`src/rtl/hdx_pkg.sv`:
```
package hdx_pkg;

    localparam int DATA_W = 8;
    localparam int IDX_W  = 4;

    // Frame bit index: 0 start, 1..8 data slots, 9 parity, 10/11 stop.
    localparam logic [IDX_W-1:0] IDX_START    = IDX_W'(0);
    localparam logic [IDX_W-1:0] IDX_FIRSTDAT = IDX_W'(1);
    localparam logic [IDX_W-1:0] IDX_LASTDAT  = IDX_W'(DATA_W);
    localparam logic [IDX_W-1:0] IDX_PARITY   = IDX_W'(DATA_W + 1);
    localparam logic [IDX_W-1:0] IDX_STOP1    = IDX_W'(DATA_W + 2);
    localparam logic [IDX_W-1:0] IDX_STOP2    = IDX_W'(DATA_W + 3);

    typedef enum logic [1:0] {
        ENG_IDLE,
        ENG_TX,
        ENG_RX_HUNT,
        ENG_RX_BITS
    } eng_state_e;

    typedef struct packed {
        logic two_stop;
        logic parity_odd;
        logic msb_first;
    } frame_cfg_t;

    typedef struct packed {
        logic ready;
        logic overrun;
        logic frame_err;
    } rx_flags_t;

    // Data slot (1..8) to byte bit position.
    function automatic logic [2:0] data_pos(input logic [IDX_W-1:0] idx,
                                            input logic msb);
        logic [IDX_W-1:0] t;
        t = msb ? (IDX_LASTDAT - idx) : (idx - IDX_FIRSTDAT);
        return t[2:0];
    endfunction

    function automatic logic parity_of(input logic [DATA_W-1:0] d,
                                       input logic odd);
        return (^d) ^ odd;
    endfunction

    function automatic logic tx_bit(input logic [DATA_W-1:0] d,
                                    input logic [IDX_W-1:0] idx,
                                    input frame_cfg_t cfg);
        logic b;
        if (idx == IDX_START)
            b = 1'b0;
        else if (idx <= IDX_LASTDAT)
            b = d[data_pos(idx, cfg.msb_first)];
        else if (idx == IDX_PARITY)
            b = parity_of(d, cfg.parity_odd);
        else
            b = 1'b1;
        return b;
    endfunction

    function automatic logic [IDX_W-1:0] last_tx_idx(input frame_cfg_t cfg);
        return cfg.two_stop ? IDX_STOP2 : IDX_STOP1;
    endfunction

endpackage

```
`src/rtl/hdx_sync2.sv`:
```
module hdx_sync2 #(
    parameter logic RESET_VAL = 1'b1
) (
    input  logic clk,
    input  logic rst,
    input  logic d,
    output logic q
);
    logic s1_q, s2_q;

    always_ff @(posedge clk) begin
        if (rst) begin
            s1_q <= RESET_VAL;
            s2_q <= RESET_VAL;
        end else begin
            s1_q <= d;
            s2_q <= s1_q;
        end
    end

    assign q = s2_q;
endmodule

```
`src/rtl/hdx_comclk_div.sv`:
```
module hdx_comclk_div #(
    parameter int DIV_W = 8
) (
    input  logic             clk,
    input  logic             rst,
    input  logic [DIV_W-1:0] div_cfg,
    output logic             com_clk
);
    localparam logic [DIV_W-1:0] MIN_DIV = DIV_W'(2);

    logic [DIV_W-1:0] period, half, cnt_q, cnt_nxt;
    logic             com_q;

    always_comb begin
        period  = (div_cfg < MIN_DIV) ? MIN_DIV : div_cfg;
        half    = period >> 1;
        cnt_nxt = (cnt_q >= period - 1'b1) ? '0 : cnt_q + 1'b1;
    end

    always_ff @(posedge clk) begin
        if (rst) begin
            cnt_q <= '0;
            com_q <= 1'b0;
        end else begin
            cnt_q <= cnt_nxt;
            com_q <= (cnt_nxt < half);
        end
    end

    assign com_clk = com_q;
endmodule

```
`src/rtl/hdx_bit_engine.sv`:
```
module hdx_bit_engine
    import hdx_pkg::*;
#(
    parameter int CPB_W = 13
) (
    input  logic              clk,
    input  logic              rst,
    input  logic [CPB_W-1:0]  bit_clocks,
    input  frame_cfg_t        cfg,
    input  logic              line,
    input  logic [DATA_W-1:0] tx_byte,
    input  logic              tx_start,
    output logic              ser_out,
    output logic              tx_busy,
    output logic              rx_busy,
    output logic              rx_hunt,
    output logic              rx_done,
    output logic              rx_stop,
    output logic [DATA_W-1:0] rx_word
);
    eng_state_e        state_q;
    logic [CPB_W-1:0]  cnt_q;
    logic [IDX_W-1:0]  idx_q;
    logic [DATA_W-1:0] tx_data_q;
    logic [DATA_W-1:0] rx_sh_q;
    logic              ser_q;
    logic              bit_end, half_end;

    assign bit_end  = (cnt_q == bit_clocks - 1'b1);
    assign half_end = (cnt_q == (bit_clocks >> 1) - 1'b1);

    always_ff @(posedge clk) begin
        if (rst) begin
            state_q   <= ENG_IDLE;
            cnt_q     <= '0;
            idx_q     <= '0;
            tx_data_q <= '0;
            rx_sh_q   <= '0;
            ser_q     <= 1'b1;
        end else begin
            unique case (state_q)
                ENG_IDLE: begin
                    cnt_q <= '0;
                    idx_q <= IDX_START;
                    if (!line) begin
                        state_q <= ENG_RX_HUNT;
                    end else if (tx_start) begin
                        state_q   <= ENG_TX;
                        tx_data_q <= tx_byte;
                        ser_q     <= 1'b0;
                    end
                end
                ENG_TX: begin
                    if (bit_end) begin
                        cnt_q <= '0;
                        if (idx_q == last_tx_idx(cfg)) begin
                            state_q <= ENG_IDLE;
                            ser_q   <= 1'b1;
                        end else begin
                            idx_q <= idx_q + 1'b1;
                            ser_q <= tx_bit(tx_data_q, idx_q + 1'b1, cfg);
                        end
                    end else begin
                        cnt_q <= cnt_q + 1'b1;
                    end
                end
                ENG_RX_HUNT: begin
                    if (half_end) begin
                        cnt_q <= '0;
                        if (!line) begin
                            state_q <= ENG_RX_BITS;
                            idx_q   <= IDX_FIRSTDAT;
                        end else begin
                            state_q <= ENG_IDLE;
                        end
                    end else begin
                        cnt_q <= cnt_q + 1'b1;
                    end
                end
                ENG_RX_BITS: begin
                    if (bit_end) begin
                        cnt_q <= '0;
                        if (idx_q <= IDX_LASTDAT)
                            rx_sh_q[data_pos(idx_q, cfg.msb_first)] <= line;
                        if (idx_q == IDX_STOP1)
                            state_q <= ENG_IDLE;
                        else
                            idx_q <= idx_q + 1'b1;
                    end else begin
                        cnt_q <= cnt_q + 1'b1;
                    end
                end
                default: state_q <= ENG_IDLE;
            endcase
        end
    end

    assign ser_out = ser_q;
    assign tx_busy = (state_q == ENG_TX);
    assign rx_hunt = (state_q == ENG_RX_HUNT);
    assign rx_busy = (state_q == ENG_RX_HUNT) || (state_q == ENG_RX_BITS);
    assign rx_done = (state_q == ENG_RX_BITS) && bit_end && (idx_q == IDX_STOP1);
    assign rx_stop = line;
    assign rx_word = rx_sh_q;
endmodule

```
`src/rtl/hdx_rx_flags.sv`:
```
module hdx_rx_flags
    import hdx_pkg::*;
(
    input  logic              clk,
    input  logic              rst,
    input  logic              done,
    input  logic              stop_bit,
    input  logic [DATA_W-1:0] word,
    input  logic              ack,
    output rx_flags_t         flags,
    output logic [DATA_W-1:0] byte_out
);
    rx_flags_t         flags_q;
    logic [DATA_W-1:0] byte_q;

    always_ff @(posedge clk) begin
        if (rst) begin
            flags_q <= '0;
            byte_q  <= '0;
        end else if (done) begin
            byte_q            <= word;
            flags_q.ready     <= 1'b1;
            flags_q.overrun   <= flags_q.overrun | flags_q.ready;
            flags_q.frame_err <= flags_q.frame_err | ~stop_bit;
        end else if (ack) begin
            flags_q <= '0;
        end
    end

    assign flags    = flags_q;
    assign byte_out = byte_q;
endmodule

```
`src/rtl/hdx_serial_xcvr.sv`:
```
module hdx_serial_xcvr
    import hdx_pkg::*;
#(
    parameter int CPB_W = 13,
    parameter int DIV_W = 8
) (
    input  logic              clk,
    input  logic              rst,
    input  logic [CPB_W-1:0]  bit_clocks,
    input  logic [DIV_W-1:0]  clk_div_cfg,
    input  logic              two_stop,
    input  logic              parity_odd,
    input  logic              msb_first,
    input  logic [7:0]        tx_byte,
    input  logic              tx_start,
    output logic              tx_full,
    input  logic              ser_in,
    output logic              ser_out,
    output logic              com_clk,
    output logic [7:0]        rx_byte,
    output logic              rx_ready,
    output logic              rx_overrun,
    output logic              rx_frame_err,
    input  logic              flag_ack,
    output logic              rx_active,
    output logic              rx_start_seen
);
    frame_cfg_t        cfg;
    rx_flags_t         flags;
    logic              line;
    logic              done, stop_bit;
    logic [DATA_W-1:0] word;

    assign cfg = '{two_stop: two_stop, parity_odd: parity_odd, msb_first: msb_first};

    hdx_sync2 #(.RESET_VAL(1'b1)) u_sync (
        .clk(clk), .rst(rst), .d(ser_in), .q(line)
    );

    hdx_comclk_div #(.DIV_W(DIV_W)) u_div (
        .clk(clk), .rst(rst), .div_cfg(clk_div_cfg), .com_clk(com_clk)
    );

    hdx_bit_engine #(.CPB_W(CPB_W)) u_eng (
        .clk(clk), .rst(rst), .bit_clocks(bit_clocks), .cfg(cfg),
        .line(line), .tx_byte(tx_byte), .tx_start(tx_start),
        .ser_out(ser_out), .tx_busy(tx_full), .rx_busy(rx_active),
        .rx_hunt(rx_start_seen), .rx_done(done), .rx_stop(stop_bit),
        .rx_word(word)
    );

    hdx_rx_flags u_flags (
        .clk(clk), .rst(rst), .done(done), .stop_bit(stop_bit),
        .word(word), .ack(flag_ack), .flags(flags), .byte_out(rx_byte)
    );

    assign rx_ready     = flags.ready;
    assign rx_overrun   = flags.overrun;
    assign rx_frame_err = flags.frame_err;
endmodule

```
`config.mk`:
```
export PLATFORM = sky130hd
export DESIGN_NAME = hdx_serial_xcvr
export DESIGN_NICKNAME = d
export VERILOG_FILES = /design/src/rtl/hdx_pkg.sv /design/src/rtl/hdx_sync2.sv /design/src/rtl/hdx_comclk_div.sv /design/src/rtl/hdx_bit_engine.sv /design/src/rtl/hdx_rx_flags.sv /design/src/rtl/hdx_serial_xcvr.sv
export SDC_FILE = /design/constraint.sdc
export NUM_CORES = 1
export LEC_CHECK = 0
export BUFFER_PORTS_ARGS = -buffer_cell sky130_fd_sc_hd__buf_4
export CORE_MARGIN = 3
export CORE_UTILIZATION = 55
export DETAILED_ROUTE_END_ITERATION = 12
export PLACE_DENSITY = 0.84
export RECOVER_POWER = 100
export SYNTH_ARGS = -nofsm -noshare
export SYNTH_HDL_FRONTEND = slang
export SYNTH_HIERARCHICAL = 1
export SYNTH_SLANG_ARGS = --single-unit
```
`constraint.sdc`:
```
create_clock -name clk -period 5.81 [get_ports clk]
set_input_delay 0.2905 -clock clk [delete_from_list [all_inputs] [get_ports clk]]
set_output_delay 0.2905 -clock clk [all_outputs]
set_load 0.05 [all_outputs]
```
# Word-level counts from Yosys, hierarchy flattened
# Cells that the tools add are included.
[word_totals]
reg_bits = 58
latchBits = 0
mem_bits_rw = 0
mem_bits_ro = 0
input_bits = 37
out_inout_bits = 16
elab_cells = 109
mem_count = 0
[classes]
n_addsub = 10
multipliers = 0
div = 0
n_lt_le_gt_ge = 8
n_eq_ne = 19
shift = 0
n_mux = 39
bitwise = 4
n_reduce_logical = 15
[op_table]
columns = ["cell", "count"]
rows = [
  ["$pmux 13 s3", 1],
  ["$eq 13x13->1", 2],
  ["$mux 13", 2],
  ["$mux 4", 6],
  ["$mux 2", 8],
  ["$mux 8", 2],
  ["$pmux 4 s4", 1],
  ["$add 13x1->13 const B", 1],
  ["$sub 12x1->13 const B", 1],
  ["$sub 13x1->13 const B", 1],
  ["$mux 3", 4],
  ["$reduce_and 6->1", 2],
  ["$mux 1", 10],
  ["$ne 2x1->1 const B", 5],
  ["$ne 2x2->1 const B", 5],
  ["$add 8x1->8 const B", 1],
  ["$bwmux 8", 1],
  ["$eq 4x4->1 const B", 2],
  ["$ge 8x8->1", 1],
  ["$le 4x4->1 const B", 2],
  ["$lt 3x4->1 const B", 2],
  ["$lt 8x2->1 const B", 1],
  ["$lt 8x7->1", 1],
  ["$pmux 2 s4", 1],
  ["24 further kinds", 32],
]

# Depth between registers and ports, before layout
# Gate-level depths: netlist (run 1).
[depth]
depth_word = 10
ltp_mapped = 18
depth_no_buf = 17

# Hierarchy
# Netlist (run 1), hierarchy kept.
[by_module_without_submodules]
columns = ["module", "instances", "cells_each", "area_each_um2", "seq_area_each_um2"]
rows = [
  ["hdx_bit_engine", 1, 352, 2815.2, 720.7],
  ["hdx_comclk_div", 1, 102, 879.6, 180.2],
  ["hdx_rx_flags", 1, 38, 407.9, 220.2],
  ["hdx_sync2", 1, 4, 52.6, 40.0],
]

# Worst setup path before layout (run 1)
# No wires, ideal clock.
[synth_path]
path_type = "input -> register"
start = "in clk_div_cfg[5]"
end = "reg u_div.com_q (netlist: u_div/com_clk)"
setup_time_ps = 120
arrival_ps = 3378
t_required_ps = 5690
setup_slack_ps = 2312
path_stages = 18
path_buffers = 1
cell_sequence = "nor4_4 nand2_1 o21ai_0 ha_1 xnor2_1 ha_1 a21oi_1 a21oi_1 o21ai_0 a21oi_1 buf_2 nor3_1 ha_1 o211ai_1 nand2_1 nand4_1 o21a_1 o31a_1"
[synth_via]
elab_chain_cells = 6
[synth_lines]
columns = ["element", "line_no", "text"]
rows = [
  ["start, declared", "hdx_serial_xcvr.sv:10", "input logic [DIV_W-1:0] clk_div_cfg,"],
  ["$lt 8x2->1", "hdx_comclk_div.sv:15", "period = (div_cfg < MIN_DIV) ? MIN_DIV : div_cfg;"],
  ["$mux 8 *", "hdx_comclk_div.sv:15", ""],
  ["$sub 8x1->8 *", "hdx_comclk_div.sv:17", "cnt_nxt = (cnt_q >= period - 1'b1) ? '0 : cnt_q + 1'b1;"],
  ["$ge 8x8->1 *", "hdx_comclk_div.sv:17", ""],
  ["$mux 8 *", "hdx_comclk_div.sv:17", ""],
  ["named net u_div.cnt_nxt[3]", "hdx_comclk_div.sv:11", "logic [DIV_W-1:0] period, half, cnt_q, cnt_nxt;"],
  ["$lt 8x7->1 *", "hdx_comclk_div.sv:26", "com_q <= (cnt_nxt < half);"],
  ["end signal, assigned", "hdx_comclk_div.sv:26", ""],
  ["end, declared", "hdx_comclk_div.sv:12", "logic com_q;"],
]
# Mark *: on every way through the listed nets, which the timed path passes. The rest lies on a longest branch.
# A chain may end at the register's enable or synchronous reset.

# Final worst setup path (run 1)
# Ends and elaborated chain as after synthesis.

==> results of run 1 <==
[cells in the final DEF, fill, tap and decap left out, drive strengths merged, types with 14 or more instances in the layout]
master / n
xnor2: 41
a21oi: 22
mux2i: 14
inv: 21
nor2: 36
clkbuf: 30
nand3: 31
xor2: 31
ha: 22
dfxtp: 58
buf: 33
nand2: 35
nor3: 26
nor4: 17
[state kept, by name, indices dropped and copies added (netlist names)]
name,count
u_div/cnt_q,8
u_div/com_clk,1
u_eng/cnt_q,13
u_eng/idx_q,4
u_eng/rx_word,8
u_eng/ser_out,1
u_eng/state_q,2
u_eng/tx_data_q,8
u_flags/byte_out,8
u_flags/flags,3
u_sync/q,1
u_sync/s1_q,1
[worst max path at each step]
| stage | cells past startpoint | end | slack, ns |
|---|---|---|---|
| after global routing | 18 | u_div/com_clk$_SDFF_PP0_ | 1.10 |
| after CTS | 18 | u_div/com_clk$_SDFF_PP0_ | 1.77 |
| after floorplan | 18 | u_div/com_clk$_SDFF_PP0_ | 2.31 |
| after detailed placement | 18 | u_div/com_clk$_SDFF_PP0_ | 1.43 |
| final | 18 | u_div/com_clk$_SDFF_PP0_ | 1.34 |
| after global placement | 18 | u_div/com_clk$_SDFF_PP0_ | 1.71 |
[power by group]
group	internal, mW	switching (mW)
clock	0.164	0.154
combinational	0.0763	0.0988
sequential	0.408	0.0133
[per-stage QoR]
stage | utilization, % | cells
after floorplan | - | 496
after global placement | 62.1 | 617
after detailed placement | 62.1 | 617
after CTS | 64.4 | 633
after global routing | 62.9 | 633
final | 62.9 | 633
[cells by family after synthesis]
family | Yosys count | share of synthesized area (%)
buf+inv | 53 | 5.54
simple gates | 197 | 25.8
compound gates | 75 | 13.4
fa+ha+maj | 22 | 6.62
mux | 18 | 5.00
flops | 58 | 27.9
xor+xnor | 73 | 15.7
[worst register-to-register path, delay by kind of cell (launching register included)]
kind / cells / cell delay [ns]
AOI/OAI and AO/OA: 6 / 1.62
adders and majority gates: 2 / 0.61
and+or+nand+nor: 4 / 0.52
DFF: 1 / 0.45
buffers and inverters: 1 / 0.08
[metal layers]
metal / wire length (um) / part of all wire [%]
met1: 4110 / 43
met2: 4600 / 49
met3: 505 / 5.3
met4: 240 / 2.5
met5: 0 / 0
[final cells by class]
cell class / instances / area (sq um)
well taps: 99 / 124
multi-input cells: 385 / 2720
repair buffers: 52 / 319
fillers: 662 / 2710
inverters: 23 / 87.6
clock buffers: 11 / 141
clock inverters: 5 / 30.0
flip-flops and latches: 58 / 1160
==> flow_summary.yaml, run 1 <==
status:
  status: "complete, but fails checks"
  violations: "max-capacitance violations, max-slew violations"
route:
  drc: 0
  first_iter_violations: 149
  vias: 3696
  dr.pass1.iters: 5
  wl_per_cell_um: 14.9
  vias_per_cell: 5.84
  drtAntennaViolNets: 0
  wl_um: 9460
floorplanning:
  dieHeight_um: 92.9
  core_sq_um: 7290
  dieArea_sq_um: 8630
  start_util_pct: 57.0
  rows: 31
  fp.dieW_um: 92.9
  io_pins: 53
synth:
  yosys.area.top_type_share_pct: 27.9
  syn_area_sq_um: 4160
  yosysTopAreaCell: "dfxtp_1"
  synth-seq-cells: 58
  async_flop_share_pct: 0
  synthTopCellsByArea: "dfxtp_1, xnor2_1, ha_1"
  synth_ff_type: "dfxtp_1"
  seq_area_frac_synth_pct: 27.9
  synth.most_common_cell: "dfxtp_1"
  synth_nets: 555
  synth_edf_count: 0
  synth.distinct_cells: 68
  synth-warning-count: 6
  netlist_instances: 496
  ys_top_cells_by_count: "dfxtp_1, xnor2_1, nor2_1"
  syn_area_per_cell_sq_um: 8.38
setup_path:
  start_kind: "input port"
  critPathArrivalTime_ns: 4.68
  crit_chain: "clkbuf_1 > nor4_1 > nand2_1 > o21ai_0 > ha_1 > xnor2_1 > ha_1 > a21oi_1 > a21oi_1 > o21ai_0 > a21oi_1 > nor3_1 > ha_1 > o211ai_1 > nand2_1 > nand4_1 > o21a_1 > o31a_1"
  r2r_slack_ns: 2.43
  slowest_stage: "a21oi_1"
  worstReg2RegStart: "u_div/cnt_q[0]$_SDFF_PP0_"
  cp_num_buf_inv: 1
  reg2reg_to: "u_div/com_clk$_SDFF_PP0_"
  crit_fanout: 15
  worstPathRequired_ns: 6.03
  crit_path_end_kind: "flop"
  cp-startpoint: "clk_div_cfg[5]"
  crit_family: "compound AO/OA/AOI/OAI gates"
  critPathKind: "in -> reg"
  r2r_cells: 13
  crit_path_max_incr_delay_ns: 0.82
timing:
  tightest_slew_ns: 2.45
  clock.fmax_mhz: 224
  clock_skew_ns: 0.00653
  holdWs_ns: 0.145
  setup_viol: 0
  period_needed_ns: 4.47
  finalHoldViolCount: 0
  rsz0062_at_grt: "false"
  worst_slack_ns: 1.34
  slew-limit-headroom_pct: -63.5
  fin_tns_setup_ns: 0
  slew_viol_final: 62
  fin_crit_sh_pct: 76.9
grt:
  antenna_found_initial: 0
  grt_pass1_wl_um: 15700
  met3_usage_pct: 3.90
  met1_usage_pct: 27.4
  top_usage_layer: "met2"
  met2_usage_pct: 37.4
  grt_usage_pct: 22.3
  grt_overflow_total: 0
  grt_max_degree: 62
  grt_pass1_vias: 3613
cells_and_area:
  design_area_sq_um: 4590
  fin_nets: 588
  area_delta_synth_final_pct: 10.4
  diodes: 0
  drive_gt1_share_pct: 11.8
clock_network:
  cts_tree: "yes"
  cts_resized: 0
  cts_root_buf: "clkbuf_8"
  cts_hold_buf: 0
  post_cts_buffers: 0
  clk_latency_ns: 0.33
  cts.sinks: 58
  h-tree-depth: 3
  cts_buffer_depth: 2
  clk_pin_slew_ns: 0.06
  cts_buffers: 9
hold_path:
  min_from: "ser_in"
  hold_path_end: "u_sync/s1_q$_SDFF_PP1_"
  holdPathStages: 2
  min_path_type: "in -> reg"
place:
  port_buffers: 52
  placed_area_sq_um: 4530
  place_hpwl_um: 7020
  dp_slack_ns: 1.43
  routabilityCongestion: 0.922
job:
  maxCapViolations: 1
power:
  leakage_nw: 1.76
  power_uw: 914
  p_per_area_nw_per_um2: 199
  vdd_drop_max_mv: 0.125
(Power assumes the default switching activity.)
==> run 2: changes to the inputs <==
==> constraint.sdc (replaced) <==
create_clock -name clk -period 4.4 [get_ports clk]
set_input_delay 0.22 -clock clk [delete_from_list [all_inputs] [get_ports clk]]
set_output_delay 0.22 -clock clk [all_outputs]
set_load 0.05 [all_outputs]
==> run 2 against run 1 <==
Against the previous run:
- the run still ends with max-capacitance violations, max-slew violations left
- final area grew 1.7%
- total power rose by 47%
- highest routed layer unchanged
- combinational power rose by 34%
- sequential power rose by 32%
- clock skew about the same
==> flow_summary.yaml, run 2 (synthesis gave the netlist of run 1 again) <==
clock_network:
  cts_root_buf: "clkbuf_8"
  clk_pin_slew_ns: 0.07
  cts_resized: 0
  cts.sinks: 58
  cts_buffers: 9
  cts_buffer_depth: 2
  cts_hold_buf: 0
  h-tree-depth: 3
  post_cts_buffers: 0
  cts_tree: "yes"
  clk_latency_ns: 0.33
cells_and_area:
  diodes: 0
  drive_gt1_share_pct: 12.5
  design_area_sq_um: 4660
  layout_commonest_cell: "dfxtp_1"
  fin_nets: 588
  largest_reg_flops: 13
  post-route-util_pct: 63.9
  layout_common_cells: "dfxtp_1, xnor2_1, nor2_1"
  area_delta_synth_final_pct: 12.2
  largest_register: "u_eng/cnt_q"
place:
  port_buffers: 52
  routabilityCongestion: 0.916
  dp_slack_ns: 0.107
  placed_area_sq_um: 4530
  place_hpwl_um: 7190
power:
  p_per_area_nw_per_um2: 288
  vdd_drop_max_mv: 0.185
  power_mw: 1.34
  leakage_nw: 1.79
timing:
  worst_slack_ns: 0.361
  clock.fmax_mhz: 248
  period_needed_ns: 4.04
  fin_crit_sh_pct: 91.8
  tightest_slew_ns: 2.51
  rsz0062_at_grt: "false"
  finalHoldViolCount: 0
  slew-limit-headroom_pct: -67.6
  slew_viol_final: 62
  fin_tns_setup_ns: 0
  clock_skew_ns: 0.00644
  setup_viol: 0
route:
  vias_per_cell: 5.83
  drc: 0
  first_iter_violations: 164
  dr.pass1.iters: 5
  drtAntennaViolNets: 0
  wl_per_cell_um: 15.4
  wl_um: 9730
  vias: 3688
hold_path:
  min_path_type: "in -> reg"
floorplanning:
  io_pins: 53
  dieHeight_um: 92.9
  rows: 31
  fp.dieW_um: 92.9
  start_util_pct: 57.0
  dieArea_sq_um: 8630
  core_sq_um: 7290
status:
  status: "complete, but fails checks"
  violations: "max-capacitance violations, max-slew violations"
setup_path:
  crit_path_end_kind: "flop"
  worstPathRequired_ns: 4.63
  critPathArrivalTime_ns: 4.27
  crit_fanout: 15
  start_kind: "input port"
  critPathKind: "in -> reg"
job:
  maxCapViolations: 1
grt:
  grt_max_degree: 62
  grt_pass1_wl_um: 16600
  grt_pass1_vias: 3556
  grt_overflow_total: 0
  antenna_found_initial: 0
  grt_usage_pct: 23.5
-- run 2: changes by cell type in the layout (fill, tap and decap cells not counted), moves of 2 or more --
cell,previous run,this run
bufinv_16,0,2
clkbuf_1,20,18
clkinv_2,3,0
clkinv_4,0,2
-- run 2: layout make-up --
cell class / instances / area [sq um]
Sequential cell: 58 / 1160
Tap cell: 99 / 124
Inverter: 23 / 87.6
Clock buffer: 9 / 124
Multi-Input combinational cell: 385 / 2740
Fill cell: 649 / 2630
Clock inverter: 7 / 101
Timing Repair Buffer: 52 / 323
-- run 2: power breakdown --
| group | switching [mW] | leakage (nW) | total, mW | internal, mW |
|---|---|---|---|---|
| clock network | 0.230 | 0.106 | 0.552 | 0.322 |
| registers | 0.0179 | 0.471 | 0.556 | 0.538 |
| logic | 0.133 | 1.21 | 0.235 | 0.103 |
| total | 0.380 | 1.79 | 1.34 | 0.963 |
-- run 2: final timing paths --
check | slack (ns) | cells after the start | startpoint | endpoint
min reg2reg | 0.41 | 1 | u_sync/s1_q$_SDFF_PP1_ | u_sync/q$_SDFF_PP1_
max reg2reg | 0.95 | 13 | u_div/cnt_q[0]$_SDFF_PP0_ | u_div/com_clk$_SDFF_PP0_
max | 0.36 | 18 | clk_div_cfg[5] | u_div/com_clk$_SDFF_PP0_
min | 0.07 | 2 | ser_in | u_sync/s1_q$_SDFF_PP1_
-- run 2: worst max-delay path, stage by stage --
cell      delay (ns)
buf_4           0.13
nor4_4          0.39
nand2_1         0.10
o21ai_0         0.23
ha_1            0.28
xnor2_1         0.10
ha_1            0.31
a31oi_1         0.10
nor2b_1         0.14
o21ai_0         0.09
a21oi_1         0.85
nor3_1          0.17
ha_1            0.43
o211ai_1        0.13
nand2_1         0.09
nand4_1         0.11
o21a_1          0.18
o31a_1          0.22
-- run 2: routing by layer --
metal / GRT usage, % / part of all wire [%] / up-vias
met1: 30.3 / 42 / 1750
li1: - / - / 1809
met2: 39.8 / 51 / 114
met5: 0 / 0 / -
met3: 4.31 / 5.5 / 15
met4: 7.33 / 1.4 / 0
-- run 2: through the flow --
step | hold slack, ns | cells
floorplan | 0.314 | 496
global placement | 0.392 | 617
detailed placement | 0.399 | 617
CTS | 0.0507 | 633
global route | 0.0567 | 633
finish | 0.0682 | 633
